### src/rtl/pp_dma_pkg.sv
package pp_dma_pkg;
  typedef enum logic [1:0] {
    ST_IDLE = 2'd0,
    ST_ACT  = 2'd1,
    ST_FIN  = 2'd2
  } xfer_state_e;

  typedef enum logic {
    DIR_IN  = 1'b0,
    DIR_OUT = 1'b1
  } xfer_dir_e;
endpackage

### src/rtl/pp_dma_route.sv
// Steers the request onto one of two channel pin pairs and picks the
// matching acknowledge.
module pp_dma_route (
  input  logic route_alt,
  input  logic dreq_int,
  input  logic dack_a,
  input  logic dack_b,
  output logic dreq_a,
  output logic dreq_b,
  output logic dack_int
);
  assign dreq_a   = dreq_int & ~route_alt;
  assign dreq_b   = dreq_int &  route_alt;
  assign dack_int = route_alt ? dack_b : dack_a;
endmodule

### src/rtl/pp_dma_counters.sv
// Remaining-byte, burst and buffer-fill counters. The *_hit outputs tell
// what a byte accepted in this cycle would complete.
module pp_dma_counters #(
  parameter int CNT_W     = 12,
  parameter int BURST_W   = 6,
  parameter int BUF_BYTES = 8,
  parameter int LEN_W     = $clog2(BUF_BYTES + 1)
) (
  input  logic               clk,
  input  logic               rst_n,
  input  logic               start,
  input  logic               accept,
  input  logic               dir_out,
  input  logic [CNT_W-1:0]   xfer_count,
  input  logic [BURST_W-1:0] burst_len,
  input  logic [LEN_W-1:0]   rd_len,
  output logic               last_byte,
  output logic               burst_hit,
  output logic               buf_hit,
  output logic               fill_nz
);
  localparam logic [LEN_W-1:0] FILL_TOP = LEN_W'(BUF_BYTES - 1);

  logic [CNT_W-1:0]   rem_q;
  logic [BURST_W-1:0] bcnt_q;
  logic [LEN_W-1:0]   fill_q;
  logic [BURST_W:0]   bcnt_inc;
  logic [LEN_W:0]     fill_inc;
  logic               seg_hit;

  assign bcnt_inc  = {1'b0, bcnt_q} + 1'b1;
  assign fill_inc  = {1'b0, fill_q} + 1'b1;
  assign last_byte = (rem_q == CNT_W'(1));
  assign burst_hit = (bcnt_inc >= {1'b0, burst_len});
  assign buf_hit   = (fill_q == FILL_TOP) |
                     (dir_out & (fill_inc >= {1'b0, rd_len}));
  assign fill_nz   = (fill_q != '0);
  assign seg_hit   = burst_hit | buf_hit;

  always_ff @(posedge clk or negedge rst_n) begin
    if (!rst_n) begin
      rem_q  <= '0;
      bcnt_q <= '0;
      fill_q <= '0;
    end else if (start) begin
      rem_q  <= xfer_count;
      bcnt_q <= '0;
      fill_q <= '0;
    end else if (accept) begin
      rem_q  <= rem_q - 1'b1;
      bcnt_q <= seg_hit ? '0 : bcnt_inc[BURST_W-1:0];
      fill_q <= buf_hit ? '0 : fill_inc[LEN_W-1:0];
    end
  end
endmodule

### src/rtl/pp_dma_bufsel.sv
// Target buffer pointer and the registered validate/clear pulses.
module pp_dma_bufsel (
  input  logic clk,
  input  logic rst_n,
  input  logic adv_validate,
  input  logic adv_clear,
  output logic cur_q,
  output logic validate_q,
  output logic clear_q,
  output logic idx_q
);
  logic advance;
  assign advance = adv_validate | adv_clear;

  always_ff @(posedge clk or negedge rst_n) begin
    if (!rst_n) begin
      cur_q      <= 1'b0;
      validate_q <= 1'b0;
      clear_q    <= 1'b0;
      idx_q      <= 1'b0;
    end else begin
      validate_q <= adv_validate;
      clear_q    <= adv_clear;
      if (advance) begin
        idx_q <= cur_q;
        cur_q <= ~cur_q;
      end
    end
  end
endmodule

### src/rtl/pp_dma_req_ctrl.sv
module pp_dma_req_ctrl
  import pp_dma_pkg::*;
#(
  parameter int CNT_W     = 12,
  parameter int BURST_W   = 6,
  parameter int BUF_BYTES = 8
) (
  input  logic                             clk,
  input  logic                             rst_n,
  input  logic                             dma_en,
  input  logic                             dir_out,
  input  logic [BURST_W-1:0]               burst_len,
  input  logic [CNT_W-1:0]                 xfer_count,
  input  logic [$clog2(BUF_BYTES+1)-1:0]   rd_len,
  input  logic [1:0]                       buf_free,
  input  logic [1:0]                       buf_full,
  input  logic                             route_alt,
  input  logic                             dack_a,
  input  logic                             dack_b,
  input  logic                             byte_valid,
  output logic                             byte_ready,
  output logic                             dreq_a,
  output logic                             dreq_b,
  output logic                             buf_validate,
  output logic                             buf_clear,
  output logic                             buf_idx,
  output logic                             done
);
  localparam int LEN_W = $clog2(BUF_BYTES + 1);

  xfer_state_e state_q, state_n;
  xfer_dir_e   dir_q, dir_n;
  logic        gap_q, gap_n;
  logic        dreq_q, dreq_n;
  logic        done_q, done_n;
  logic        dack_int;
  logic        start, accept, abort;
  logic        last_byte, burst_hit, buf_hit, fill_nz;
  logic        adv_validate, adv_clear;
  logic        cur_q, cur_n, avail;

  pp_dma_route i_route (
    .route_alt (route_alt),
    .dreq_int  (dreq_q),
    .dack_a    (dack_a),
    .dack_b    (dack_b),
    .dreq_a    (dreq_a),
    .dreq_b    (dreq_b),
    .dack_int  (dack_int)
  );

  assign byte_ready = dreq_q & dack_int & dma_en;
  assign accept     = byte_valid & byte_ready;
  assign start      = (state_q == ST_IDLE) & dma_en;
  assign abort      = (state_q == ST_ACT) & ~dma_en;

  pp_dma_counters #(
    .CNT_W     (CNT_W),
    .BURST_W   (BURST_W),
    .BUF_BYTES (BUF_BYTES),
    .LEN_W     (LEN_W)
  ) i_cnt (
    .clk        (clk),
    .rst_n      (rst_n),
    .start      (start),
    .accept     (accept),
    .dir_out    (dir_q == DIR_OUT),
    .xfer_count (xfer_count),
    .burst_len  (burst_len),
    .rd_len     (rd_len),
    .last_byte  (last_byte),
    .burst_hit  (burst_hit),
    .buf_hit    (buf_hit),
    .fill_nz    (fill_nz)
  );

  // Buffer hand-over decisions.
  always_comb begin
    adv_validate = 1'b0;
    adv_clear    = 1'b0;
    if (dir_q == DIR_IN) begin
      adv_validate = (accept & (buf_hit | last_byte)) | (abort & fill_nz);
    end else begin
      adv_clear = accept & buf_hit;
    end
  end

  pp_dma_bufsel i_bufsel (
    .clk          (clk),
    .rst_n        (rst_n),
    .adv_validate (adv_validate),
    .adv_clear    (adv_clear),
    .cur_q        (cur_q),
    .validate_q   (buf_validate),
    .clear_q      (buf_clear),
    .idx_q        (buf_idx)
  );

  // Transfer sequencing.
  always_comb begin
    state_n = state_q;
    dir_n   = dir_q;
    done_n  = 1'b0;
    unique case (state_q)
      ST_IDLE: if (dma_en) begin
        dir_n = xfer_dir_e'(dir_out);
        if (xfer_count == '0) begin
          state_n = ST_FIN;
          done_n  = 1'b1;
        end else begin
          state_n = ST_ACT;
        end
      end
      ST_ACT: begin
        if (!dma_en) begin
          state_n = ST_IDLE;
        end else if (accept && last_byte) begin
          state_n = ST_FIN;
          done_n  = 1'b1;
        end
      end
      ST_FIN:  if (!dma_en) state_n = ST_IDLE;
      default: state_n = ST_IDLE;
    endcase
  end

  // Request gap and next request level.
  always_comb begin
    if (start) begin
      gap_n = 1'b0;
    end else if (accept && (burst_hit || buf_hit || last_byte)) begin
      gap_n = 1'b1;
    end else if (!dack_int) begin
      gap_n = 1'b0;
    end else begin
      gap_n = gap_q;
    end
    cur_n  = cur_q ^ (adv_validate | adv_clear);
    avail  = (dir_n == DIR_OUT) ? buf_full[cur_n] : buf_free[cur_n];
    dreq_n = (state_n == ST_ACT) & dma_en & avail & ~gap_n;
  end

  always_ff @(posedge clk or negedge rst_n) begin
    if (!rst_n) begin
      state_q <= ST_IDLE;
      dir_q   <= DIR_IN;
      gap_q   <= 1'b0;
      dreq_q  <= 1'b0;
      done_q  <= 1'b0;
    end else begin
      state_q <= state_n;
      dir_q   <= dir_n;
      gap_q   <= gap_n;
      dreq_q  <= dreq_n;
      done_q  <= done_n;
    end
  end

  assign done = done_q;
endmodule

### config.mk
export PLATFORM = sky130hd
export DESIGN_NAME = pp_dma_req_ctrl
export DESIGN_NICKNAME = d
export VERILOG_FILES = /design/src/rtl/pp_dma_pkg.sv /design/src/rtl/pp_dma_route.sv /design/src/rtl/pp_dma_counters.sv /design/src/rtl/pp_dma_bufsel.sv /design/src/rtl/pp_dma_req_ctrl.sv
export SDC_FILE = /design/constraint.sdc
export NUM_CORES = 1
export LEC_CHECK = 0
export ABC_CLOCK_PERIOD_IN_PS = 8600
export BUFFER_PORTS_ARGS = -buffer_cell sky130_fd_sc_hd__buf_2
export CAP_MARGIN = 15
export CORE_MARGIN = 10
export CORE_UTILIZATION = 46
export CTS_CLUSTER_SIZE = 25
export DETAILED_ROUTE_END_ITERATION = 8
export PLACE_DENSITY = 0.78
export SYNTH_ARGS = -nofsm -noshare
export SYNTH_HDL_FRONTEND = slang
export SYNTH_HIERARCHICAL = 1
export SYNTH_SLANG_ARGS = --single-unit
### constraint.sdc
create_clock -name clk -period 8.6 [get_ports clk]
set_input_delay 1.29 -clock clk [delete_from_list [all_inputs] [get_ports clk]]
set_output_delay 1.29 -clock clk [all_outputs]
set_load 0.1 [all_outputs]
=== Word level (Yosys, flattened, before mapping) ===
Index checks and enable logic that the tools add are counted.

* Register bits after elaboration: 32
* Logic and storage cells: 87
* Output and inout bits: 7

* Mux-type cells: 32
* Bitwise operators: 24
* Order comparisons: 3
* Eq/ne operators: 5
* $add $sub $neg: 3
* Reductions and logical operators: 8

{| class="wikitable"
|+ Operator list
! operator !! count
|-
| $mux 12 || 2
|-
| $mux 6 || 3
|-
| $mux 1 || 17
|-
| $and 1x1->1 || 14
|-
| $eq 12x1->1 const B || 1
|-
| $logic_not 12->1 || 1
|-
| $mux 4 || 3
|-
| $sub 12x1->12 const B || 1
|-
| $mux 2 || 5
|-
| $add 6x1->7 const B || 1
|-
| $ge 7x6->1 || 1
|-
| $pmux 2 s3 || 1
|-
| $add 4x1->5 const B || 1
|-
| $ge 5x4->1 || 1
|-
| $or 1x1->1 || 5
|-
| $eq 2x1->1 const B || 2
|-
| $eq 4x3->1 const B || 1
|-
| $not 1->1 || 4
|-
| $reduce_bool 4->1 || 1
|-
| $eq 2x2->1 const B || 1
|-
| $logic_and 1x1->1 || 2
|-
| $logic_not 2->1 || 1
|-
| $logic_or 1x1->1 || 2
|-
| $lt 1x2->1 const B || 1
|-
| 3 further kinds || 3
|}

=== Depth between registers and ports, before layout ===
Gate-level depths: netlist of the first run.

* Depth in word-level cells: 15
* Mapped depth: 12
* Depth with buffers taken out: 11

=== Cells and area by module ===
Netlist of the first run, hierarchy kept.

{| class="wikitable"
|+ By module, submodules not included
! module !! seq. area each (um^2) !! cells each !! instances !! area an instance (um^2)
|-
| pp_dma_counters || 550.5 || 175 || 1 || 1,512.7
|-
| pp_dma_req_ctrl || 150.1 || 40 || 1 || 417.9
|-
| pp_dma_bufsel || 100.1 || 7 || 1 || 130.1
|-
| pp_dma_route || 0.0 || 3 || 1 || 31.3
|}

=== Least setup slack after synthesis of the first run ===
Ideal clock, no wire load.

* Path type: input to register
* Start point: input rd_len[0]
* End point: register dreq_q
* Arrival time: 3,524 ps
* Stages: 9
* Data required time: 8,480 ps
* Setup slack: 4,957 ps
* Path buffers: 0
* Setup time: 120 ps
* Cell sequence: ha_1 nor3b_1 o21ai_0 a32oi_1 inv_1 a21o_1 o211ai_2 mux4_2 and3b_1

* Longest elaborated chain between the ends: 14

{| class="wikitable"
|+ Ends and longest elaborated chain
! item !! line !! source
|-
| from (decl) || pp_dma_req_ctrl.sv:14 || <nowiki>input logic [$clog2(BUF_BYTES+1)-1:0] rd_len,</nowiki>
|-
| $ge 5x4->1 (*) || pp_dma_counters.sv:36 || <nowiki>(dir_out & (fill_inc >= {1'b0, rd_len}));</nowiki>
|-
| $and 1x1->1 (*) || pp_dma_counters.sv:36 ||
|-
| $or 1x1->1 (*) || pp_dma_counters.sv:35 || <nowiki>assign buf_hit = (fill_q == FILL_TOP) |</nowiki>
|-
| named net buf_hit || pp_dma_req_ctrl.sv:38 || <nowiki>logic last_byte, burst_hit, buf_hit, fill_nz;</nowiki>
|-
| $or 1x1->1 || pp_dma_req_ctrl.sv:82 || <nowiki>adv_validate = (accept & (buf_hit | last_byte)) | (abort & fill_nz);</nowiki>
|-
| $and 1x1->1 || pp_dma_req_ctrl.sv:82 ||
|-
| $or 1x1->1 || pp_dma_req_ctrl.sv:82 ||
|-
| $mux 1 || pp_dma_req_ctrl.sv:81 || <nowiki>if (dir_q == DIR_IN) begin</nowiki>
|-
| $or 1x1->1 || pp_dma_req_ctrl.sv:138 || <nowiki>cur_n = cur_q ^ (adv_validate | adv_clear);</nowiki>
|-
| $xor 1x1->1 || pp_dma_req_ctrl.sv:138 ||
|-
| $mux 1 (implied by the code) (2 in a row) || pp_dma_req_ctrl.sv:139 || <nowiki>avail = (dir_n == DIR_OUT) ? buf_full[cur_n] : buf_free[cur_n];</nowiki>
|-
| $mux 1 || pp_dma_req_ctrl.sv:139 ||
|-
| $and 1x1->1 || pp_dma_req_ctrl.sv:140 || <nowiki>dreq_n = (state_n == ST_ACT) & dma_en & avail & ~gap_n;</nowiki>
|-
| $and 1x1->1 (*) || pp_dma_req_ctrl.sv:140 ||
|-
| named net dreq_n || pp_dma_req_ctrl.sv:34 || <nowiki>logic dreq_q, dreq_n;</nowiki>
|-
| to (signal assigned) || pp_dma_req_ctrl.sv:154 || <nowiki>dreq_q <= dreq_n;</nowiki>
|-
| to (decl) || pp_dma_req_ctrl.sv:34 ||
|}

The timed path passes the listed nets; every way through them passes the cells marked *. The select of a mux whose other input is x is not followed.
A chain may end at the register's enable or synchronous reset.

=== Final worst setup path of the first run ===
Ends and elaborated chain as after synthesis.

==> results.yml, run 1 <==
placement:
  place_hpwl_um: 3470
  portBuffers: 40
  gp_congestion: 0.765
routing:
  via_per_inst: 5.50
  wire_per_inst_um: 14.3
  drc: 0
  postRouteWirelength_um: 4560
  drt_iter0_markers: 91
  ant_nets: 0
  m1WireLength_um: 2000
  wl_met2_um: 2250
  top_layer_used: "met4"
  wl_met3_um: 249
  vias: 1753
  first_pass_iters: 4
critical_path:
  ff2ff_setup_slack_ns: 5.17
  critPathArrivalTime_ns: 3.95
  required_ns: 8.78
  endpoint_kind: "flop"
  path_max_fanout: 10
  worstSetupPathType: "in2reg"
  crit_path_start_kind: "primary input"
yosys:
  ys_seq_elements: 32
  synth_warnings: 6
  synthTopCellsByArea: "dfrtp_1 38%, ha_1 9.0%, xnor2_1 5.9%, nand2_1 4.8%, o21ai_0 4.3%"
  ys_types: 54
  syn-num-nets: 274
  ys_seq_area_share_pct: 38.3
  synthFlopType: "dfrtp_1"
  synthArstFlopShare_pct: 100
  synthCells: 225
  syn_area_um2: 2090
  synth_top_area_share_pct: 38.3
  synth_edf_count: 0
  syn_area_per_cell_um2: 9.30
  synth.largest_area_cell: "dfrtp_1"
clocking:
  cts_root_buf: "clkbuf_8"
  postCtsSetupBuffers: 0
  h-tree-depth: 2
  numCtsBuffers: 5
  insertion_delay_ns: 0.28
  cts_tree: "built"
  hold_buffers: 0
  cts_max_path_buffers: 2
  clock_sinks: 32
  cts.repair.resized: 0
  clk_pin_slew_ns: 0.07
finish:
  areaGrowthSynthToFinish_pct: 17.5
  num_antenna_cells: 0
  nets: 315
  nFillCells: 406
  drive_above_1_share_pct: 25.8
die:
  io_pins: 41
  num_rows: 24
  fp.dieH_um: 87.4
  die_area_um2: 7640
  initial_core_util_pct: 47.7
  die_w_um: 87.4
  core_region_area_um2: 4380
sta:
  finalSetupViolCount: 0
  fin_crit_sh_pct: 43.9
  tns_ns: 0
  skew_ns: 0.00702
  slew_violations: 0
  fmax_mhz: 265
  period_minus_slack_ns: 3.77
  tightest_slew_ns: 0.932
  final-hold-violation-count: 0
  rsz0062_at_grt: "no"
  relSlewSlack_pct: 37.8
  holdWs_ns: 0.516
power:
  pwr-share-seq_pct: 41.9
  power_mw: 0.446
  power_switching_mw: 0.134
  power.clock.fraction_pct: 35.1
  powerDensity_nw_per_um2: 181
  p_leak_nw: 1.18
  ir_worst_vdd_uv: 100
  p_int_mw: 0.311
  combPwrFrac_pct: 23.1
  switching_share_pct: 30.2
global_route:
  grt_antenna_before_repair: 0
  grt_usage_pct: 12.8
  grt_max_degree: 37
  gr-total-overflow: 0
  first_global_vias: 1879
  grt_pass1_wl_um: 7960
status:
  status: "finished, final reports clean"
hold_path:
  holdCritPathClass: "reg2reg"
flow_run:
  cap_violations: 0
## critical path: stages
cell and delay [ns]:
buf_2 0.10, ha_1 0.28, nor3b_1 0.24, o21ai_0 0.13, a32oi_1 0.62, inv_1 0.23
a21o_1 0.22, o211ai_2 0.16, mux4_2 0.51, and3b_1 0.18
## cells in the mapped netlist, types with 2 or more instances
cell      number
dfrtp_1       32
nand2_1       27
o21ai_0       18
ha_1          15
inv_1         14
xnor2_1       14
a21oi_1       12
nand3_1       11
nor2_1        10
nor3_1         5
clkbuf_1       4
nand4_1        4
nor4_1         4
xor2_1         4
nand2b_1       3
a21o_1         2
a32oi_1        2
and2_2         2
and2b_2        2
and3_1         2
and3_2         2
and3b_1        2
mux2_4         2
nor2b_1        2
## path summary, 6_finish.rpt
kind / cells past startpoint / to / startpoint
setup / recovery: 10 / dreq_q / rd_len[0]
hold / removal: 1 / i_bufsel/idx_q / i_bufsel/idx_q
setup reg to reg: 11 / dreq_q / i_cnt/fill_q[0]
hold reg to reg: 1 / i_bufsel/idx_q / i_bufsel/idx_q
max in group asynchronous: 1 / i_cnt/rem_q[11] / rst_n
min in group asynchronous: 1 / done / rst_n
## per-layer routing
metal  vias up  track usage [%]
li1        875                -
met1       831             14.8
met2        41             21.3
met3         6             3.65
met4         0             5.80
met5         -                0
## placed cells by master (no fill, tap or decap), types with 2 or more instances in the layout
cell type	synthesis	final
buf_2	1	40
dfrtp_1	32	32
nand2_1	27	27
o21ai_0	18	18
ha_1	15	15
xnor2_1	14	14
inv_1	14	14
a21oi_1	12	12
nand3_1	11	11
nor2_1	10	9
clkbuf_8	0	7
nor3_1	5	5
nor4_1	4	4
xor2_1	4	4
nand4_1	4	4
nand2b_1	3	3
and2_2	2	2
and3_2	2	2
nor2_2	1	2
and2b_2	2	2
a21o_1	2	2
and3b_1	2	2
nor2b_1	2	2
mux2_4	2	2
and3_1	2	2
a32oi_1	2	2
## flip-flops by register name, summed over array words and instances, names as in the netlist
| register | count |
|---|---|
| dir_q | 1 |
| done | 1 |
| dreq_q | 1 |
| gap_q | 1 |
| i_bufsel/clear_q | 1 |
| i_bufsel/cur_q | 1 |
| i_bufsel/idx_q | 1 |
| i_bufsel/validate_q | 1 |
| i_cnt/bcnt_q | 6 |
| i_cnt/fill_q | 4 |
| i_cnt/rem_q | 12 |
| state_q | 2 |
## logic make-up (layout without fill, tap and decap cells)
kind of cell	count (synthesis)	after routing	synth area share, %
AOI/OAI and AO/OA	45	45	13.7
and+or+nand+nor	88	88	23.6
buffers and inverters	22	64	4.37
DFF	32	32	38.3
adders and majority gates	15	15	8.97
muxes	5	5	3.53
xor gates and xnor gates	18	18	7.54
## per-stage QoR
step | instance area (µm²) | std cells | setup slack, ns | util, %
finish | 2460 | 319 | 4.83 | 56.1
global route | 2460 | 319 | 4.55 | 56.1
CTS | 2460 | 319 | 4.85 | 56.1
detailed placement | 2330 | 311 | 4.54 | 53.2
global placement | 2330 | 311 | 4.59 | 53.2
floorplan | 2090 | 225 | 4.96 | -
## cell type report
| class | instances | area (µm²) | area share (%) |
|---|---|---|---|
| Clock buffer | 7 | 96.3 | 3.92 |
| Clock inverter | 1 | 30.0 | 1.22 |
| Inverter | 15 | 56.3 | 2.29 |
| Multi-Input combinational cell | 171 | 1200 | 48.9 |
| Sequential cell | 32 | 801 | 32.6 |
| Tap cell | 52 | 65.1 | 2.65 |
| Timing Repair Buffer | 41 | 208 | 8.45 |
## power by group through the flow
stage / registers (mW) / logic (mW) / clock network, mW
after floorplan: 0.197 / 0.0661 / 0
after global placement: 0.188 / 0.100 / 0
after detailed placement: 0.189 / 0.104 / 0
after CTS: 0.186 / 0.104 / 0.160
after global routing: 0.190 / 0.115 / 0.166
final: 0.187 / 0.103 / 0.156
Note: power is estimated with default switching activity, not from simulation.
==> run 2, diff against run 1 <==
ABC_CLOCK_PERIOD_IN_PS = 3800   (was 8600)
clock period = 3.8 ns   (was 8.6 ns; I/O delays follow)
==> run 2 against run 1 <==
Against the previous run: sequential power increased by 130%; routed wire length increased by 0.18%; clock power grew 100%; setup slack got worse by 4.0 ns.
==> results.yml, run 2 (synthesis results as in run 1) <==
die:
  die_area_um2: 7640
  num_rows: 24
  fp.dieH_um: 87.4
  core_region_area_um2: 4380
  io_pins: 41
  initial_core_util_pct: 47.7
  die_w_um: 87.4
finish:
  drive_above_1_share_pct: 26.0
  mostFrequentLayoutCells: "40 x buf_2, 32 x dfrtp_1, 27 x nand2_1"
  nets: 317
  mostFrequentLayoutCell: "buf_2"
  regMostFlops: "i_cnt/rem_q"
  num_antenna_cells: 0
  largest_reg_flops: 12
  top_regs: "i_cnt/rem_q: 12 flops, i_cnt/bcnt_q: 6 flops, i_cnt/fill_q: 4 flops"
  areaGrowthSynthToFinish_pct: 17.3
power:
  powerDensity_nw_per_um2: 395
  power_switching_mw: 0.301
  switching_share_pct: 31.1
  p_int_mw: 0.669
  combPwrFrac_pct: 24.1
  ir_worst_vdd_uv: 257
  p_leak_nw: 1.18
  power.clock.fraction_pct: 32.3
  pwr-share-seq_pct: 43.6
  power_mw: 0.970
global_route:
  grt_max_degree: 36
  grt_usage_pct: 12.6
  gr-total-overflow: 0
  grt_pass1_wl_um: 7950
  first_global_vias: 1775
  grt_antenna_before_repair: 0
hold_path:
  holdCritPathClass: "in2async"
clocking:
  clock_sinks: 32
  cts.repair.resized: 0
  cts_tree: "built"
  insertion_delay_ns: 0.28
  clk_pin_slew_ns: 0.07
  numCtsBuffers: 5
  h-tree-depth: 2
  cts_max_path_buffers: 2
  postCtsSetupBuffers: 0
  hold_buffers: 0
  cts_root_buf: "clkbuf_8"
critical_path:
  path_max_fanout: 10
  crit_path_start_kind: "flop"
  critPathArrivalTime_ns: 3.16
  required_ns: 3.97
  endpoint_kind: "flop"
  worstSetupPathType: "reg2reg"
routing:
  first_pass_iters: 4
  via_per_inst: 5.46
  vias: 1754
  drt_iter0_markers: 118
  ant_nets: 0
  wire_per_inst_um: 14.2
  postRouteWirelength_um: 4570
  drc: 0
sta:
  fmax_mhz: 335
  skew_ns: 0.00509
  rsz0062_at_grt: "no"
  fin_crit_sh_pct: 78.6
  period_minus_slack_ns: 2.99
  tns_ns: 0
  finalSetupViolCount: 0
  slew_violations: 0
  tightest_slew_ns: 0.709
  relSlewSlack_pct: 52.7
  final-hold-violation-count: 0
placement:
  place_hpwl_um: 3500
  portBuffers: 40
  gp_congestion: 0.792
flow_run:
  cap_violations: 0
status:
  status: "finished, final reports clean"
run 2: cell types whose count changed in the layout (fill, tap and decap cells not counted):
| cell | previous run | this run |
|---|---|---|
| clkbuf_1 | 0 | 1 |
| buf_4 | 1 | 3 |
| clkinv_2 | 0 | 1 |
| clkbuf_8 | 7 | 5 |
run 2: power by group through the flow:
stage | sequential (mW) | clock (mW) | combinational [mW]
6_report | 0.423 | 0.313 | 0.234
3_3_place_gp | 0.425 | 0 | 0.229
2_1_floorplan | 0.447 | 0 | 0.150
5_1_grt | 0.429 | 0.341 | 0.260
3_5_place_dp | 0.427 | 0 | 0.237
4_1_cts | 0.421 | 0.323 | 0.238
run 2: path summary, 6_finish.rpt:
kind                            startpoint              end  slack [ns]  cells after the start
min in group clk             xfer_count[5]   i_cnt/rem_q[5]        0.51                      3
max in group asynchronous            rst_n  i_cnt/bcnt_q[1]        3.00                      1
max reg2reg                i_cnt/fill_q[0]           dreq_q        0.81                     12
max                        i_cnt/fill_q[0]           dreq_q        0.81                     12
min                                  rst_n             done        0.34                      1
min reg2reg                 i_bufsel/idx_q   i_bufsel/idx_q        0.51                      1
run 2: critical path, cell delays in order (launching register included):
cell and delay, ns:
dfrtp_1 0.41, inv_1 0.08, ha_1 0.31, ha_1 0.27, o21ai_0 0.21, o21ai_0 0.12
a32oi_1 0.16, buf_4 0.20, inv_1 0.10, a21o_1 0.17, o211ai_2 0.16, mux4_2 0.51
and3b_1 0.18
run 2: final cells by class:
type / count / area, µm²
timing repair buffer: 43 / 223
clock inverter: 2 / 35.0
clock buffer: 6 / 72.6
tap: 52 / 65.1
fill: 388 / 1930
multi-input combinational: 171 / 1200
inverter: 15 / 56.3
sequential: 32 / 801
run 2: metrics by stage:
stage | cell area [µm²] | hold slack, ns | setup slack, ns | std cells | utilization, %
after floorplan | 2090 | 0.274 | 0.781 | 225 | -
after global placement | 2350 | 0.491 | 0.934 | 313 | 53.5
after detailed placement | 2350 | 0.494 | 0.784 | 313 | 53.5
after CTS | 2450 | 0.356 | 0.780 | 321 | 56.0
after global routing | 2450 | 0.382 | 0.537 | 321 | 56.0
final | 2450 | 0.343 | 0.815 | 321 | 56.0
run 2: metal layers:
metal  part of all wire [%]  routed length (µm)  vias to the layer above  global-route usage (%)
met5                      0                   0                        -                       0
li1                       -                   -                      876                       -
met3                    5.5                 253                        8                    4.40
met1                     46                2090                      832                    15.3
met4                    1.6                  75                        0                    4.49
met2                     47                2150                       38                    20.0
